### config.mk
export PLATFORM = sky130hd
export DESIGN_NAME = chain_serial_port
export DESIGN_NICKNAME = d
export VERILOG_FILES = /design/src/rtl/chain_pkg.sv /design/src/rtl/line_sync.sv /design/src/rtl/segment_decoder.sv /design/src/rtl/shift_path.sv /design/src/rtl/chain_serial_port.sv
export SDC_FILE = /design/constraint.sdc
export NUM_CORES = 1
export LEC_CHECK = 0
export BUFFER_PORTS_ARGS = -buffer_cell sky130_fd_sc_hd__buf_2
export CAP_MARGIN = 25
export CORE_MARGIN = 4
export CORE_UTILIZATION = 59
export CTS_BUF_LIST = sky130_fd_sc_hd__clkbuf_8
export CTS_CLUSTER_SIZE = 40
export DETAILED_ROUTE_END_ITERATION = 10
export PLACE_DENSITY = 0.82
export SETUP_SLACK_MARGIN = 0.02
export SKIP_CTS_REPAIR_TIMING = 1
export SLEW_MARGIN = 20
export SYNTH_ARGS = -nofsm -noshare
export SYNTH_HDL_FRONTEND = slang
export SYNTH_SLANG_ARGS = --single-unit
### constraint.sdc
create_clock -name clk -period 2.7 [get_ports clk]
set_input_delay 0.54 -clock clk [delete_from_list [all_inputs] [get_ports clk]]
set_output_delay 0.54 -clock clk [all_outputs]
set_load 0.02 [all_outputs]
### src/rtl/chain_pkg.sv
package chain_pkg;
  localparam int CNT_W = 3;

  typedef enum logic [2:0] {
    CMD_NONE, CMD_WR_CTRL, CMD_RD_CTRL, CMD_RD_DATA, CMD_FLT_CLR, CMD_PWM_GO
  } cmd_e;

  // Map the three counts that follow the one-pulse opener to an operation.
  function automatic cmd_e match_cmd(input logic [CNT_W-1:0] c2,
                                     input logic [CNT_W-1:0] c3,
                                     input logic [CNT_W-1:0] c4);
    cmd_e r;
    r = CMD_NONE;
    if (c4 == CNT_W'(3)) begin
      if      (c2 == CNT_W'(2) && c3 == CNT_W'(2)) r = CMD_WR_CTRL;
      else if (c2 == CNT_W'(4) && c3 == CNT_W'(2)) r = CMD_RD_CTRL;
      else if (c2 == CNT_W'(4) && c3 == CNT_W'(4)) r = CMD_RD_DATA;
      else if (c2 == CNT_W'(2) && c3 == CNT_W'(4)) r = CMD_FLT_CLR;
      else if (c2 == CNT_W'(6) && c3 == CNT_W'(6)) r = CMD_PWM_GO;
    end
    return r;
  endfunction
endpackage

### src/rtl/line_sync.sv
module line_sync #(
  parameter int N = 3,
  parameter int STAGES = 2
) (
  input  logic         clk,
  input  logic         rst_n,
  input  logic [N-1:0] d,
  output logic [N-1:0] q
);
  for (genvar i = 0; i < N; i++) begin : g_bit
    logic [STAGES-1:0] chain;
    always_ff @(posedge clk or negedge rst_n) begin
      if (!rst_n) chain <= '0;
      else        chain <= {chain[STAGES-2:0], d[i]};
    end
    assign q[i] = chain[STAGES-1];
  end
endmodule

### src/rtl/segment_decoder.sv
module segment_decoder
  import chain_pkg::*;
(
  input  logic clk,
  input  logic rst_n,
  input  logic sclk_rise,
  input  logic latch_rise,
  input  logic latch_fall,
  output logic commit,
  output logic cmd_valid,
  output cmd_e cmd
);
  logic [CNT_W-1:0] cnt, c2, c3;
  logic [1:0]       part;
  cmd_e             matched;

  always_comb begin
    matched   = match_cmd(c2, c3, cnt);
    commit    = latch_rise && (part == 2'd0) && (cnt != CNT_W'(1));
    cmd_valid = latch_fall && (part == 2'd3) && (matched != CMD_NONE);
    cmd       = matched;
  end

  always_ff @(posedge clk or negedge rst_n) begin
    if (!rst_n) begin
      cnt  <= '0;
      c2   <= '0;
      c3   <= '0;
      part <= 2'd0;
    end else begin
      if (latch_rise || latch_fall) cnt <= '0;
      else if (sclk_rise && cnt != '1) cnt <= cnt + CNT_W'(1);
      if (latch_rise) begin
        if (part == 2'd0 && cnt == CNT_W'(1)) part <= 2'd1;
        else if (part == 2'd2) begin
          c3   <= cnt;
          part <= 2'd3;
        end
      end else if (latch_fall) begin
        if (part == 2'd1) begin
          c2   <= cnt;
          part <= 2'd2;
        end else if (part == 2'd3) part <= 2'd0;
      end
    end
  end

  assert_part_steady_R9: assert property (@(posedge clk) disable iff (!rst_n)
    !(latch_rise || latch_fall) |=> $stable(part));
  assert_one_event_R2: assert property (@(posedge clk) disable iff (!rst_n)
    $onehot0({commit, cmd_valid}));
endmodule

### src/rtl/shift_path.sv
module shift_path #(
  parameter int SW = 16,
  parameter int LW = 8
) (
  input  logic          clk,
  input  logic          rst_n,
  input  logic          sclk_rise,
  input  logic          sclk_fall,
  input  logic          sdi_s,
  input  logic          load,
  input  logic [SW-1:0] load_val,
  output logic [LW-1:0] low_q,
  output logic          sdo
);
  logic [SW-1:0] sh;

  always_ff @(posedge clk or negedge rst_n) begin
    if (!rst_n) begin
      sh  <= '0;
      sdo <= 1'b0;
    end else begin
      if (load)           sh <= load_val;
      else if (sclk_rise) sh <= {sh[SW-2:0], sdi_s};
      if (load)           sdo <= load_val[SW-1];
      else if (sclk_fall) sdo <= sh[SW-1];
    end
  end

  assign low_q = sh[LW-1:0];

  assert_sdo_steady_R3: assert property (@(posedge clk) disable iff (!rst_n)
    !(sclk_fall || load) |=> $stable(sdo));
  assert_capture_R2: assert property (@(posedge clk) disable iff (!rst_n)
    (sclk_rise && !load) |=> low_q[0] == $past(sdi_s));
endmodule

### src/rtl/chain_serial_port.sv
module chain_serial_port
  import chain_pkg::*;
#(
  parameter int CH = 8,
  parameter int SYNC_STAGES = 2
) (
  input  logic            clk,
  input  logic            rst_n,
  input  logic            sclk_in,
  input  logic            latch_in,
  input  logic            sdi,
  input  logic [2*CH-1:0] fault_in,
  output logic            sdo,
  output logic [CH-1:0]   data_q,
  output logic [CH-1:0]   ctrl_q,
  output logic            fault_clr,
  output logic            pwm_go
);
  localparam int SW = 2 * CH;

  logic [2:0] raw, s_now, s_prev;
  logic sclk_rise, sclk_fall, latch_rise, latch_fall;
  logic commit, cmd_valid, load, armed;
  cmd_e cmd;
  logic [SW-1:0] load_val;
  logic [CH-1:0] word;

  assign raw = {latch_in, sclk_in, sdi};

  line_sync #(.N(3), .STAGES(SYNC_STAGES)) u_sync (
    .clk(clk), .rst_n(rst_n), .d(raw), .q(s_now));

  always_ff @(posedge clk or negedge rst_n) begin
    if (!rst_n) s_prev <= '0;
    else        s_prev <= s_now;
  end

  assign sclk_rise  =  s_now[1] & ~s_prev[1];
  assign sclk_fall  = ~s_now[1] &  s_prev[1];
  assign latch_rise =  s_now[2] & ~s_prev[2];
  assign latch_fall = ~s_now[2] &  s_prev[2];

  segment_decoder u_dec (
    .clk(clk), .rst_n(rst_n), .sclk_rise(sclk_rise),
    .latch_rise(latch_rise), .latch_fall(latch_fall),
    .commit(commit), .cmd_valid(cmd_valid), .cmd(cmd));

  always_comb begin
    load     = commit;
    load_val = fault_in;
    if (cmd_valid && cmd == CMD_RD_CTRL) begin
      load     = 1'b1;
      load_val = {ctrl_q, {CH{1'b0}}};
    end else if (cmd_valid && cmd == CMD_RD_DATA) begin
      load     = 1'b1;
      load_val = {data_q, {CH{1'b0}}};
    end
  end

  shift_path #(.SW(SW), .LW(CH)) u_shift (
    .clk(clk), .rst_n(rst_n), .sclk_rise(sclk_rise), .sclk_fall(sclk_fall),
    .sdi_s(s_now[0]), .load(load), .load_val(load_val),
    .low_q(word), .sdo(sdo));

  always_ff @(posedge clk or negedge rst_n) begin
    if (!rst_n) begin
      data_q    <= '0;
      ctrl_q    <= '0;
      armed     <= 1'b0;
      fault_clr <= 1'b0;
      pwm_go    <= 1'b0;
    end else begin
      fault_clr <= cmd_valid && (cmd == CMD_FLT_CLR);
      pwm_go    <= cmd_valid && (cmd == CMD_PWM_GO);
      if (commit) begin
        if (armed) ctrl_q <= word;
        else       data_q <= word;
        armed <= 1'b0;
      end else if (cmd_valid && cmd == CMD_WR_CTRL) begin
        armed <= 1'b1;
      end
    end
  end

  assert_data_hold_R2: assert property (@(posedge clk) disable iff (!rst_n)
    !commit |=> $stable(data_q));
  assert_ctrl_hold_R4: assert property (@(posedge clk) disable iff (!rst_n)
    !(commit && armed) |=> $stable(ctrl_q));
  assert_clr_single_R7: assert property (@(posedge clk) disable iff (!rst_n)
    fault_clr |=> !fault_clr);
  assert_pulse_excl_R8: assert property (@(posedge clk) disable iff (!rst_n)
    $onehot0({fault_clr, pwm_go}));
  assert_pwm_single_R8: assert property (@(posedge clk) disable iff (!rst_n)
    pwm_go |=> !pwm_go);
endmodule

==> results of run 1 <==
flip-flops by register name (all words and copies together) (netlist names):
signal              cells
u_shift.sdo             1
s_prev                  2
ctrl_q                  8
u_dec.cnt               3
fault_clr               1
u_sync.g_bit.chain      6
u_dec.part              2
u_shift.sh             16
armed                   1
u_dec.c2                3
data_q                  8
u_dec.c3                3
pwm_go                  1
metrics by stage:
stage | hold WS [ns] | worst slack [ns]
after global routing | 0.285 | 0.132
after global placement | 0.337 | 0.452
after detailed placement | 0.340 | 0.335
final | 0.265 | 0.308
after CTS | 0.274 | 0.310
after floorplan | 0.244 | 0.703
critical path, cell delays in order (launching register included):
cell	delay, ns
dfrtp_1	0.43
ha_1	0.20
ha_1	0.22
nand4_2	0.16
or4_1	0.73
o21ai_4	0.37
o21ai_0	0.15
routing by layer:
layer	up-vias	global-route usage	share of wire
met1	943	0.291	0.46
li1	951	-	-
met3	5	0.0356	0.052
met5	-	0	0
met4	0	0.0583	0.0095
met2	43	0.355	0.48
worst paths after layout:
check / startpoint / end / cells after the start
setup / recovery: u_dec.cnt[0]$_DFFE_PN0P_ / u_shift.sdo$_DFFE_PN0P_ / 6
hold / removal: rst_n / u_shift.sh[13]$_DFFE_PN0P_ / 1
setup reg to reg: u_dec.cnt[0]$_DFFE_PN0P_ / u_shift.sdo$_DFFE_PN0P_ / 6
hold reg to reg: u_sync.g_bit[0].chain[0]$_DFF_PN0_ / u_sync.g_bit[0].chain[1]$_DFF_PN0_ / 0
max in group asynchronous: rst_n / armed$_DFFE_PN0P_ / 2
min in group clk: sdi / u_sync.g_bit[0].chain[0]$_DFF_PN0_ / 1
kinds of logic (layout without fill, tap and decap cells):
| family | Yosys count | count (layout) | share of synthesized area |
|---|---|---|---|
| flip-flops | 55 | 55 | 0.509 |
| AO/OA/AOI/OAI | 54 | 54 | 0.142 |
| buffers and inverters | 17 | 62 | 0.0324 |
| adder cells (fa/ha/maj) | 7 | 7 | 0.0324 |
| AND/OR/NAND/NOR | 71 | 71 | 0.144 |
| multiplexers | 34 | 34 | 0.134 |
| XOR/XNOR | 2 | 2 | 0.00647 |
cell usage in the layout (no fill, tap or decap), drive strengths merged, types with 2 or more instances in the layout:
cell    netlist  final
nand3b        2      2
ha            7      7
a221oi        7      7
o211a         2      2
and2          2      2
o21ai        15     15
a211o         7      7
a22o          2      2
dfrtp        55     55
nor2b         5      5
nor4          8      8
nor3          2      2
nand2b        5      5
nand3         2      2
or2           2      2
nor2          5      5
nand2        33     33
buf           4     49
clkbuf        8      6
mux2i        16     16
inv           5      5
a21oi        15     15
mux2         18     18
power by group through the flow:
stage	Combinational (W)	Sequential [W]	Clock (W)
floorplan	0.000604	0.00133	0
global placement	0.000885	0.00130	0
detailed placement	0.000910	0.00131	0
CTS	0.000912	0.00129	0.000573
global route	0.00100	0.00133	0.000607
finish	0.000909	0.00130	0.000559
area by class of cell:
class	count	area, sq um	share of cell area
well taps	52	65.1	0.0211
multi-input cells	168	1240	0.402
inverters	5	18.8	0.00607
clock inverters	2	35.0	0.0113
clock buffers	6	82.6	0.0267
flip-flops and latches	55	1380	0.445
repair buffers	49	270	0.0874
==> reports/results.tsv, run 1 <==
metric	value	unit
outcome	complete, no violations	
slew_viol_final	0	
cts_tree	yes	
power.internal	0.00178	W
rsz0062_at_grt	false	
vias	1942	
cp.required	2.87	ns
avgViaCountPerCell	5.76	
hold_viol	0	
grt_pass1_vias	1910	
netlist_instances	240	
start_util	0.617	
swShare	0.355	
path_class	reg2reg	
tightest_slew	0.674	ns
firstDrtPassIters	4	
combPwrFrac	0.329	
final_cells	337	
wirelength	5660	microns
place.detailed.hpwl	4150	microns
area_delta_synth_final	14.2	%
pwr_density_cell	894	nW/um^2
port_buffers	39	
clockBufferDepth	2	
seq_area_frac_synth	0.509	
p_switching	0.000981	W
h-tree-depth	2	
worst_ep_arrival_time	2.56	ns
track_usage	0.214	
netlist_top_cells_count	dfrtp_1, nand2_1, mux2_2	
synth.distinct_cells	44	
totalPowerFinal	0.00276	W
fmax	418	MHz
core	4380	sq um
yosysMostFrequentCell	dfrtp_1	
fp.dieH	75.7	microns
tns	0	ns
yosysTopAreaCell	dfrtp_1	
synth-edff-count	0	
crit_path_start_kind	flip-flop	
nets	312	
nFillCells	335	
drc	0	
hp-class	in2async	
fin_skew	0.00661	ns
antenna_found_initial	0	
drive_above_1_share	0.298	
clkSinkCount	55	
ys_seq_elements	55	
cts_root_buffer	clkbuf_8	
postSynth.asyncResetShare	1.00	
synth_top_area_frac	0.509	
crit_fanout	10	
placed_cells	329	
routedWlPerCell	16.8	microns
clk_pin_slew	0.10	ns
slew_headroom	0.550	
ant_nets	0	
synth_nets	268	
drv_cap	0	
syn-mean-instance-area	11.3	sq um
die-area	5730	sq um
fin_crit_sh	0.886	
drt-initial-drc-count	186	
pin_count	40	
yosys_warnings	0	
diodes	0	
ir_drop	0.426	mV
syn_area	2710	sq um
final_cell_area	3090	sq um
seqPwrFrac	0.469	
synthTopCellsByArea	dfrtp_1, mux2_2, mux2i_1	
die_w	75.7	microns
leakagePower	1.48	nW
rows	24	
final.min_clock_period	2.39	ns
final_util	0.705	
pwr-share-clk	0.202	
crit_path_end_kind	flip-flop	
grt_max_degree	31	
dpl-instance-area	2970	sq um
setup_viol	0	
cts_made_buffers	5	
rrSetupSlack	0.31	ns
place.gp.congestion	0.778	
clk_latency	0.30	ns
grt_pass1_wl	9270	microns
synthFlopType	dfrtp_1	
grt_overflow	0	
Power figures use the tool's default switching activity.
==> run 2, diff against run 1 <==
- CORE_UTILIZATION: 59 -> 56
- CTS_BUF_LIST: sky130_fd_sc_hd__clkbuf_8 -> sky130_fd_sc_hd__clkbuf_4 sky130_fd_sc_hd__clkbuf_8 sky130_fd_sc_hd__clkbuf_16
- PLACE_DENSITY: 0.82 -> 0.79
==> run 2 against run 1 <==
  * Clock-buffer cell count decreased by 1
  * Worst hold slack got worse by 0.14 ns
  * Core utilization is 5.1 points lower
  * Cell area shrank 0.77%
  * First-iteration DRC count shrank 20%
  * Highest routed layer unchanged
==> reports/results.tsv, run 2 (synthesis gave the netlist of run 1 again) <==
metric	value	unit	change
ir_drop	0.451	mV	was 0.426 mV
slew_headroom	0.614		was 0.550
avgViaCountPerCell	5.80		was 5.76
clk_pin_slew	0.09	ns	was 0.10 ns
grt_max_degree	26		was 31
crit_path_end_kind	flip-flop		unchanged
largest_reg_flops	16		unchanged
leakagePower	1.47	nW	was 1.48 nW
hold_viol	0		unchanged
tns	0	ns	unchanged
rows	25		was 24
fmax	419	MHz	was 418 MHz
clkSinkCount	55		unchanged
routedWlPerCell	16.2	microns	was 16.8 microns
cp_cell_sequence	ha_1, ha_1, nand4_2, or4_1, o21ai_4, o21ai_0		unchanged
pin_count	40		unchanged
antenna_found_initial	0		unchanged
cts_made_buffers	5		unchanged
cpPeakStageDelay	0.73	ns	about the same
diodes	0		unchanged
die_w	77.5	microns	was 75.7 microns
top_register	u_shift.sh		unchanged
final_common_cell	dfrtp_1		unchanged
grt_pass1_wl	9270	microns	about the same
dpl-instance-area	2980	sq um	was 2970 sq um
cpMaxStageDelayCell	or4_1		unchanged
worst_ep_arrival_time	2.57	ns	was 2.56 ns
clockBufferDepth	2		unchanged
worst-r2r-cell-count	6		unchanged
area_delta_synth_final	13.3	%	was 14.2%
h-tree-depth	2		unchanged
firstDrtPassIters	5		was 4
cp_common_cell	ha_1		unchanged
outcome	complete, no violations		unchanged
crit_buf_inv	0		unchanged
rsz0062_at_grt	false		unchanged
fin_skew	0.00737	ns	was 0.00661 ns
fp.dieH	77.5	microns	was 75.7 microns
ant_nets	0		unchanged
nets	313		was 312
die-area	6010	sq um	was 5730 sq um
hp-class	in2async		unchanged
setup_viol	0		unchanged
mostFrequentLayoutCells	dfrtp_1, buf_2, nand2_1		unchanged
fin_crit_sh	0.883		was 0.886
vias	1971		was 1,942
drc	0		unchanged
port_buffers	39		unchanged
cts_root_buffer	clkbuf_8		unchanged
start_util	0.577		was 0.617
place.gp.congestion	0.839		was 0.778
final_cell_area	3070	sq um	was 3090 sq um
drt-initial-drc-count	149		was 186
crit_cells	6		unchanged
drv_cap	0		unchanged
cp.required	2.88	ns	was 2.87 ns
clk_latency	0.31	ns	was 0.30 ns
slew_viol_final	0		unchanged
cts_tree	yes		unchanged
drive_above_1_share	0.301		was 0.298
pwr_density_cell	858	nW/um^2	was 894 nW/um^2
grt_pass1_vias	1908		was 1,910
path_class	reg2reg		unchanged
tightest_slew	0.578	ns	was 0.674 ns
crit_path_start_kind	flip-flop		unchanged
path_delay_family	simple AND/OR/NAND/NOR gates		unchanged
place.detailed.hpwl	4080	microns	was 4150 microns
track_usage	0.200		was 0.214
reg.largest.list	u_shift.sh: 16 flops, ctrl_q: 8 flops, data_q: 8 flops		unchanged
grt_overflow	0		unchanged
final.min_clock_period	2.38	ns	was 2.39 ns
crit_fanout	10		unchanged
wirelength	5510	microns	was 5660 microns
core	4690	sq um	was 4380 sq um
run 2: stage by stage:
step | instances | power (W) | hold slack, ns | setup WS (ns) | utilization
floorplan | 240 | 0.00193 | 0.244 | 0.703 | -
global placement | 332 | 0.00219 | 0.335 | 0.413 | 0.636
detailed placement | 332 | 0.00222 | 0.337 | 0.328 | 0.636
CTS | 340 | 0.00265 | 0.129 | 0.314 | 0.654
global route | 340 | 0.00282 | 0.129 | 0.141 | 0.654
finish | 340 | 0.00263 | 0.120 | 0.315 | 0.654
run 2: final cells by class:
| cell class | count | area [sq um] |
|---|---|---|
| well taps | 54 | 67.6 |
| multi-input cells | 168 | 1240 |
| flip-flops and latches | 55 | 1380 |
| clock inverters | 3 | 15.0 |
| inverters | 5 | 18.8 |
| repair buffers | 50 | 278 |
| fillers | 391 | 1630 |
| clock buffers | 5 | 68.8 |
run 2: worst paths after layout:
kind	from	end	slack [ns]
max	u_dec.cnt[0]$_DFFE_PN0P_	u_shift.sh[2]$_DFFE_PN0P_	0.32
max in group asynchronous	rst_n	u_dec.c3[0]$_DFFE_PN0P_	1.94
min	rst_n	ctrl_q[5]$_DFFE_PN0P_	0.12
min reg2reg	u_sync.g_bit[1].chain[0]$_DFF_PN0_	u_sync.g_bit[1].chain[1]$_DFF_PN0_	0.36
max reg2reg	u_dec.cnt[0]$_DFFE_PN0P_	u_shift.sh[2]$_DFFE_PN0P_	0.32
min in group clk	sdi	u_sync.g_bit[0].chain[0]$_DFF_PN0_	0.33
run 2: worst register-to-register path: stages (launching register included):
cell and delay [ns]:
dfrtp_1 0.43, ha_1 0.21, ha_1 0.21, nand4_2 0.14, or4_1 0.73, o21ai_4 0.39, o21ai_0 0.15
run 2: routing by layer:
layer | up-vias | share of wire | routed length, microns | track usage
met4 | 0 | 0.015 | 82 | 0.0694
met5 | - | 0 | 0 | 0
met3 | 7 | 0.037 | 205 | 0.0394
li1 | 961 | - | - | -
met2 | 31 | 0.51 | 2800 | 0.339
met1 | 972 | 0.44 | 2420 | 0.254
run 2: power by group:
part,switching [W],internal (W)
clock network,0.000252,0.000178
logic,0.000493,0.000420
registers,0.000223,0.00106
